===== config.mk =====
export PLATFORM = sky130hd
export DESIGN_NAME = sfmt_conv
export DESIGN_NICKNAME = d
export VERILOG_FILES = /design/src/rtl/sfmt_pkg.sv /design/src/rtl/sfmt_exp_widen.sv /design/src/rtl/sfmt_load_path.sv /design/src/rtl/sfmt_store_path.sv /design/src/rtl/sfmt_lword_path.sv /design/src/rtl/sfmt_conv.sv
export SDC_FILE = /design/constraint.sdc
export NUM_CORES = 1
export LEC_CHECK = 0
export ABC_AREA = 0
export CORE_UTILIZATION = 50
export CTS_CLUSTER_DIAMETER = 80
export DETAILED_ROUTE_END_ITERATION = 16
export DONT_BUFFER_PORTS = 1
export SLEW_MARGIN = 10
export SYNTH_ARGS = -nofsm -noshare
export SYNTH_HDL_FRONTEND = slang
export SYNTH_SLANG_ARGS = --single-unit

===== constraint.sdc =====
create_clock -name clk -period 1.6 [get_ports clk]
set_input_delay 0.32 -clock clk [delete_from_list [all_inputs] [get_ports clk]]
set_output_delay 0.32 -clock clk [all_outputs]
set_load 0.005 [all_outputs]

===== src/rtl/sfmt_pkg.sv =====
package sfmt_pkg;
  parameter int NARROW_W = 32;
  parameter int WIDE_W   = 64;
  parameter int NEXP_W   = 8;
  parameter int WEXP_W   = 11;
  parameter int NFRAC_W  = NARROW_W - 1 - NEXP_W;
  parameter int WFRAC_W  = WIDE_W - 1 - WEXP_W;
  parameter int FRAC_SH  = WFRAC_W - NFRAC_W;
  parameter int LOW_W    = NARROW_W - 2;

  typedef enum logic [1:0] {
    SF_LOAD  = 2'd0,
    SF_STORE = 2'd1,
    SF_LWORD = 2'd2,
    SF_RSVD  = 2'd3
  } sf_op_e;
endpackage


===== src/rtl/sfmt_exp_widen.sv =====
module sfmt_exp_widen #(
  parameter int NW = 8,
  parameter int WW = 11
) (
  input  logic [NW-1:0] nexp,
  output logic [WW-1:0] wexp
);
  localparam int GAP = WW - NW;
  logic          top;
  logic [NW-2:0] rest;

  assign top  = nexp[NW-1];
  assign rest = nexp[NW-2:0];

  always_comb begin
    if (top) begin
      if (&rest) wexp = {WW{1'b1}};
      else       wexp = {1'b1, {GAP{1'b0}}, rest};
    end else begin
      if (|rest) wexp = {1'b0, {GAP{1'b1}}, rest};
      else       wexp = '0;
    end
  end
endmodule


===== src/rtl/sfmt_load_path.sv =====
module sfmt_load_path
  import sfmt_pkg::*;
(
  input  logic [NARROW_W-1:0] mem_word,
  output logic [WIDE_W-1:0]   wide_word
);
  logic [WEXP_W-1:0] wexp;

  sfmt_exp_widen #(.NW(NEXP_W), .WW(WEXP_W)) u_exp (
    .nexp (mem_word[NARROW_W-2 -: NEXP_W]),
    .wexp (wexp)
  );

  assign wide_word = {mem_word[NARROW_W-1], wexp,
                      mem_word[NFRAC_W-1:0], {FRAC_SH{1'b0}}};
endmodule


===== src/rtl/sfmt_store_path.sv =====
module sfmt_store_path
  import sfmt_pkg::*;
(
  input  logic [WIDE_W-1:0]   wide_word,
  output logic [NARROW_W-1:0] mem_word
);
  logic unused_bits;
  assign unused_bits = ^{wide_word[WIDE_W-3:FRAC_SH+LOW_W], wide_word[FRAC_SH-1:0]};

  assign mem_word = {wide_word[WIDE_W-1 -: 2], wide_word[FRAC_SH +: LOW_W]};
endmodule


===== src/rtl/sfmt_lword_path.sv =====
module sfmt_lword_path
  import sfmt_pkg::*;
(
  input  logic [WIDE_W-1:0] int_val,
  output logic [WIDE_W-1:0] wide_word,
  output logic              overflow
);
  localparam int MID_W = WIDE_W - 2 - LOW_W - FRAC_SH;

  assign wide_word = {int_val[NARROW_W-1 -: 2], {MID_W{1'b0}},
                      int_val[LOW_W-1:0], {FRAC_SH{1'b0}}};

  // fits when every upper bit repeats the narrow sign bit
  assign overflow = (int_val[WIDE_W-1:NARROW_W] !=
                     {(WIDE_W-NARROW_W){int_val[NARROW_W-1]}});
endmodule


===== src/rtl/sfmt_conv.sv =====
module sfmt_conv
  import sfmt_pkg::*;
(
  input  logic                clk,
  input  logic                rst,
  input  logic                in_valid,
  input  logic [1:0]          op,
  input  logic [NARROW_W-1:0] mem_in,
  input  logic [WIDE_W-1:0]   reg_in,
  output logic                out_valid,
  output logic [WIDE_W-1:0]   out_data,
  output logic                out_iov,
  output logic                out_ine
);
  logic [WIDE_W-1:0]   ld_word;
  logic [NARROW_W-1:0] st_word;
  logic [WIDE_W-1:0]   lw_word;
  logic                lw_ovf;
  logic                accept;
  logic [WIDE_W-1:0]   nxt_data;
  logic                nxt_flag;

  sfmt_load_path  u_load  (.mem_word(mem_in), .wide_word(ld_word));
  sfmt_store_path u_store (.wide_word(reg_in), .mem_word(st_word));
  sfmt_lword_path u_lword (.int_val(reg_in), .wide_word(lw_word), .overflow(lw_ovf));

  assign accept = in_valid && (sf_op_e'(op) != SF_RSVD);

  always_comb begin
    nxt_data = '0;
    nxt_flag = 1'b0;
    unique case (sf_op_e'(op))
      SF_LOAD:  nxt_data = ld_word;
      SF_STORE: nxt_data = {{(WIDE_W-NARROW_W){1'b0}}, st_word};
      SF_LWORD: begin
        nxt_data = lw_word;
        nxt_flag = lw_ovf;
      end
      default:  nxt_data = '0;
    endcase
  end

  always_ff @(posedge clk) begin
    if (rst) begin
      out_valid <= 1'b0;
      out_data  <= '0;
      out_iov   <= 1'b0;
      out_ine   <= 1'b0;
    end else begin
      out_valid <= accept;
      if (accept) begin
        out_data <= nxt_data;
        out_iov  <= nxt_flag;
        out_ine  <= nxt_flag;
      end
    end
  end
endmodule


# After elaboration in Yosys (flattened, before gate mapping)
# Index checks and enable logic that the tools add are counted.
[classes]
n_mux = 5
n_eq_ne = 4
reduce_logical = 4
[ops]
columns = ["operator", "n"]
rows = [
  ["64-bit case mux with 3 select lines", 1],
  ["32-bit != test", 1],
  ["10-bit 2-to-1 mux", 2],
  ["11-bit 2-to-1 mux", 1],
  ["7-bit AND reduction", 1],
  ["7-bit OR reduction", 1],
  ["2-bit by 1-bit == test with 1-bit output (second input constant)", 1],
  ["2-bit == test (second input constant)", 1],
  ["2-bit logical NOT", 1],
  ["2-bit != test (second input constant)", 1],
  ["1-bit logical AND", 1],
  ["1-bit 2-to-1 mux", 1],
]
[totals]
word_cells = 16
regBits = 66
inputBits = 101
out_inout_bits = 67

# Logic depth before layout (Yosys ltp)
[logic_depth]
ltp_word = 4
ltp_mapped = 7
depth_no_buf = 5

# Cells and area by module
# Synthesis repeated with hierarchy kept, for this count alone.
[unflattened]
hier_cells = 533
area_unflattened_um2 = 4819.6
[modules_own_cells]
columns = ["module", "cells_per_inst", "area_each_um2", "instances"]
rows = [
  ["sfmt_conv", 333, 3400.8, 1],
  ["sfmt_lword_path", 99, 684.4, 1],
  ["sfmt_load_path", 54, 401.6, 1],
  ["sfmt_store_path", 32, 240.2, 1],
  ["sfmt_exp_widen", 15, 92.6, 1],
]

# Worst setup path after synthesis
# No wires, ideal clock.
[synth_timing]
path_kind = "in2reg"
start = "in op[1]"
end = "reg out_data[19]"
n_path_buf = 3
path_slack_ns = 0.391
cell_stages = 7
setup_ns = 0.128
arrival_time_ns = 1.081
path_cell_list = "buf_4 inv_1 and3_1 buf_6 buf_6 a22oi_1 nor2_1"
[synth_between]
elab_chain_len = 2
[synth_rtl]
columns = ["item", "line_no", "source"]
rows = [
  ["from (decl)", "sfmt_conv.sv:7", "input logic [1:0] op,"],
  ["2-bit == test (tied with other cells)", "sfmt_conv.sv:32", "unique case (sf_op_e'(op))"],
  ["64-bit case mux with 3 select lines or 1-bit logical AND (tied branches)", "sfmt_conv.sv:32, sfmt_conv.sv:27", ""],
  ["to (signal assigned)", "sfmt_conv.sv:52", "out_data <= nxt_data;"],
  ["to (decl)", "sfmt_conv.sv:11", "output logic [WIDE_W-1:0] out_data,"],
]
# Parallel ways exist; a longest one is shown, timed or not.
# A chain may end at the register's enable or synchronous reset.

# Worst setup path in the final report
[layout_timing]
start = "reg out_ine"
end = "out out_ine"
[layout_rtl]
columns = ["item", "line_no", "source"]
rows = [
  ["from (decl)", "sfmt_conv.sv:13", "output logic out_ine"],
  ["from (signal assigned)", "sfmt_conv.sv:54", "out_ine <= nxt_flag;"],
]
# No word-level cell between the ends.

==> reports/metrics.yaml <==
global_route:
  grt_pass1_vias: 2217
  antenna_found_initial: 0
  grt_pass1_wl_um: 10800
  overflow: 0
  grt_max_degree: 66
  globalRouteTotalUtil_pct: 23.4
critical_path:
  regToRegSetupSlack_ps: 850
  path_max_fanout: 3
  reg2reg_to: "out_data[29]"
  cp.depth: 0
  r2r-start: "out_data[29]"
  start_kind: "flip-flop"
  cp-end-kind: "output port"
  worst-setup-path-type: "flip-flop to output port"
  reg2regPathDepth: 2
  arrival_ps: 760
  required_ps: 1280
cells_and_area:
  nets: 419
  layout_common_cells: "94 x nor2_1, 64 x dfxtp_1, 31 x a21oi_1, 29 x mux2i_1, 29 x a22oi_1"
  final_area_um2: 2940
  multiInputGateArea_um2: 1330
  drive_gt1_share_pct: 5.88
  fin_cells: 393
  syn2layout_area_growth_pct: 5.20
  final_common_cell: "nor2_1"
  diodes: 0
  ff_latch_area_um2: 1280
  nFillCells: 513
synthesis:
  yosysSeqAreaShare_pct: 45.9
  syn_inst: 329
  syn_area_per_cell_um2: 8.48
  synth_seq_cells: 64
  yosys_warnings: 0
  yosysUniqueCellTypes: 26
  synth_top_cell_by_area: "dfxtp_1"
  syn-cell-area_um2: 2790
  synthTopCellsByArea: "dfxtp_1 46%, nor2_1 13%, mux2i_1 10%"
  netlist.area_leader.share_pct: 45.9
  syn_nets: 430
sta:
  slew_headroom_pct: 83.8
  fin_crit_ps: 1080
  max_slew.worst_pin.slew_ps: 241
  setup_viol: 0
  finalCritPeriodShare_pct: 67.3
  finalHoldViolations: 0
  worst_clock_skew_ps: 0
  slew_viol_final: 0
  hold_ws_ps: 60.1
  fmax_mhz: 929
  rsz0062_at_grt: "no"
  tns_ps: 0
route:
  wire_per_inst_um: 17.2
  drt.antenna.violating_nets: 0
  drc_errors: 0
  drt_iter0_drc: 118
  num_vias: 2310
  wirelength_um: 6750
  viasPerCell: 5.88
  dr.pass1.iters: 4
place:
  io_buffers: 0
  gp_congestion: 0.769
  dpl.hpwl_um: 4620
  placed_cell_area_um2: 2780
  placedCellCount: 377
min_path:
  hold_path_end: "out_data[52]"
  min-delay-start: "rst"
  hold_depth: 1
  hp-class: "primary input to flip-flop"
clocking:
  cts_buffers: 9
  clock_latency_ps: 320
  htreeDepth: 3
  cts_tree: "built"
  cts_sinks: 64
  clock-root-buffer: "clkbuf_8"
  cts_buffer_depth: 2
  post-cts-setup-buffers: 0
  cts_resized: 0
  clk_pin_slew_ps: 60
  holdBufCountCts: 0
floorplan:
  die_w_um: 76.7
  num_io_pins: 168
  start_util_pct: 53.3
  num_rows: 26
  die_y_um: 76.7
  die_area_um2: 5880
  core_area_um2: 5240
power_and_ir_drop:
  powerDensity_nw_per_um2: 1060
  power_leakage_nw: 1.14
  peakVddDrop_mv: 0.582
outcome:
  outcome: "finished clean"
run:
  max_cap_violations: 0
[final cells by class]
type / count / area share, %
flip-flops and latches: 64 / 43.6
repair buffers: 5 / 2.13
inverters: 4 / 0.512
well taps: 70 / 2.98
multi-input cells: 234 / 45.3
clock buffers: 16 / 5.46
[Yosys cell counts, drive strengths merged]
| library cell | instances |
|---|---|
| and3 | 1 |
| nor2 | 94 |
| nor4 | 6 |
| o22ai | 3 |
| nor3 | 8 |
| nand2 | 8 |
| a21oi | 31 |
| clkbuf | 7 |
| nand4 | 5 |
| nand3 | 4 |
| inv | 4 |
| buf | 20 |
| nand3b | 1 |
| a22oi | 29 |
| nand2b | 2 |
| mux2 | 3 |
| dfxtp | 64 |
| a221oi | 3 |
| a31oi | 4 |
| o211ai | 1 |
| mux2i | 29 |
| o41ai | 1 |
| o21ai | 1 |
[metrics by stage]
| step | utilization (%) | setup WS (ps) | power, mW |
|---|---|---|---|
| CTS | 56.0 | 504 | 3.16 |
| global placement | 53.0 | 399 | 1.99 |
| floorplan | - | 391 | 1.99 |
| global route | 56.0 | 472 | 3.26 |
| finish | 56.0 | 523 | 3.11 |
| detailed placement | 53.0 | 376 | 1.99 |
[worst max-delay path by stage]
stage | slack (ps) | endpoint | start
floorplan | 390 | out_data[19] | op[1]
global placement | 400 | out_ine | reg_in[52]
detailed placement | 380 | out_ine | reg_in[52]
CTS | 500 | out_ine | out_ine
global route | 470 | out_ine | out_ine
finish | 520 | out_ine | out_ine
[per-layer routing]
layer | track usage, % | up-vias | part of all wire [%]
met5 | 0 | - | 0
met4 | 12.5 | 0 | 2.3
met3 | 7.62 | 13 | 9.0
met2 | 35.6 | 118 | 45
met1 | 29.2 | 1046 | 44
li1 | - | 1133 | -
[power breakdown]
| group | leakage (nW) | internal [mW] | switching (mW) |
|---|---|---|---|
| Sequential | 0.522 | 1.66 | 0.0503 |
| Clock | 0.0790 | 0.610 | 0.541 |
| Combinational | 0.535 | 0.124 | 0.125 |
| Total | 1.14 | 2.39 | 0.716 |
[cells by family after synthesis]
group                  count (synthesis)  synth area share (%)
AO/OA/AOI/OAI                         73                  16.6
buffers and inverters                 31                  6.46
flip-flops                            64                  45.9
multiplexers                          32                  11.6
AND/OR/NAND/NOR                      129                  19.4
[registers in the layout, summed over array words and instances (netlist names)]
register	flops
out_data	62
out_ine	1
out_valid	1
No activity file was read; power rests on OpenSTA's default activity.
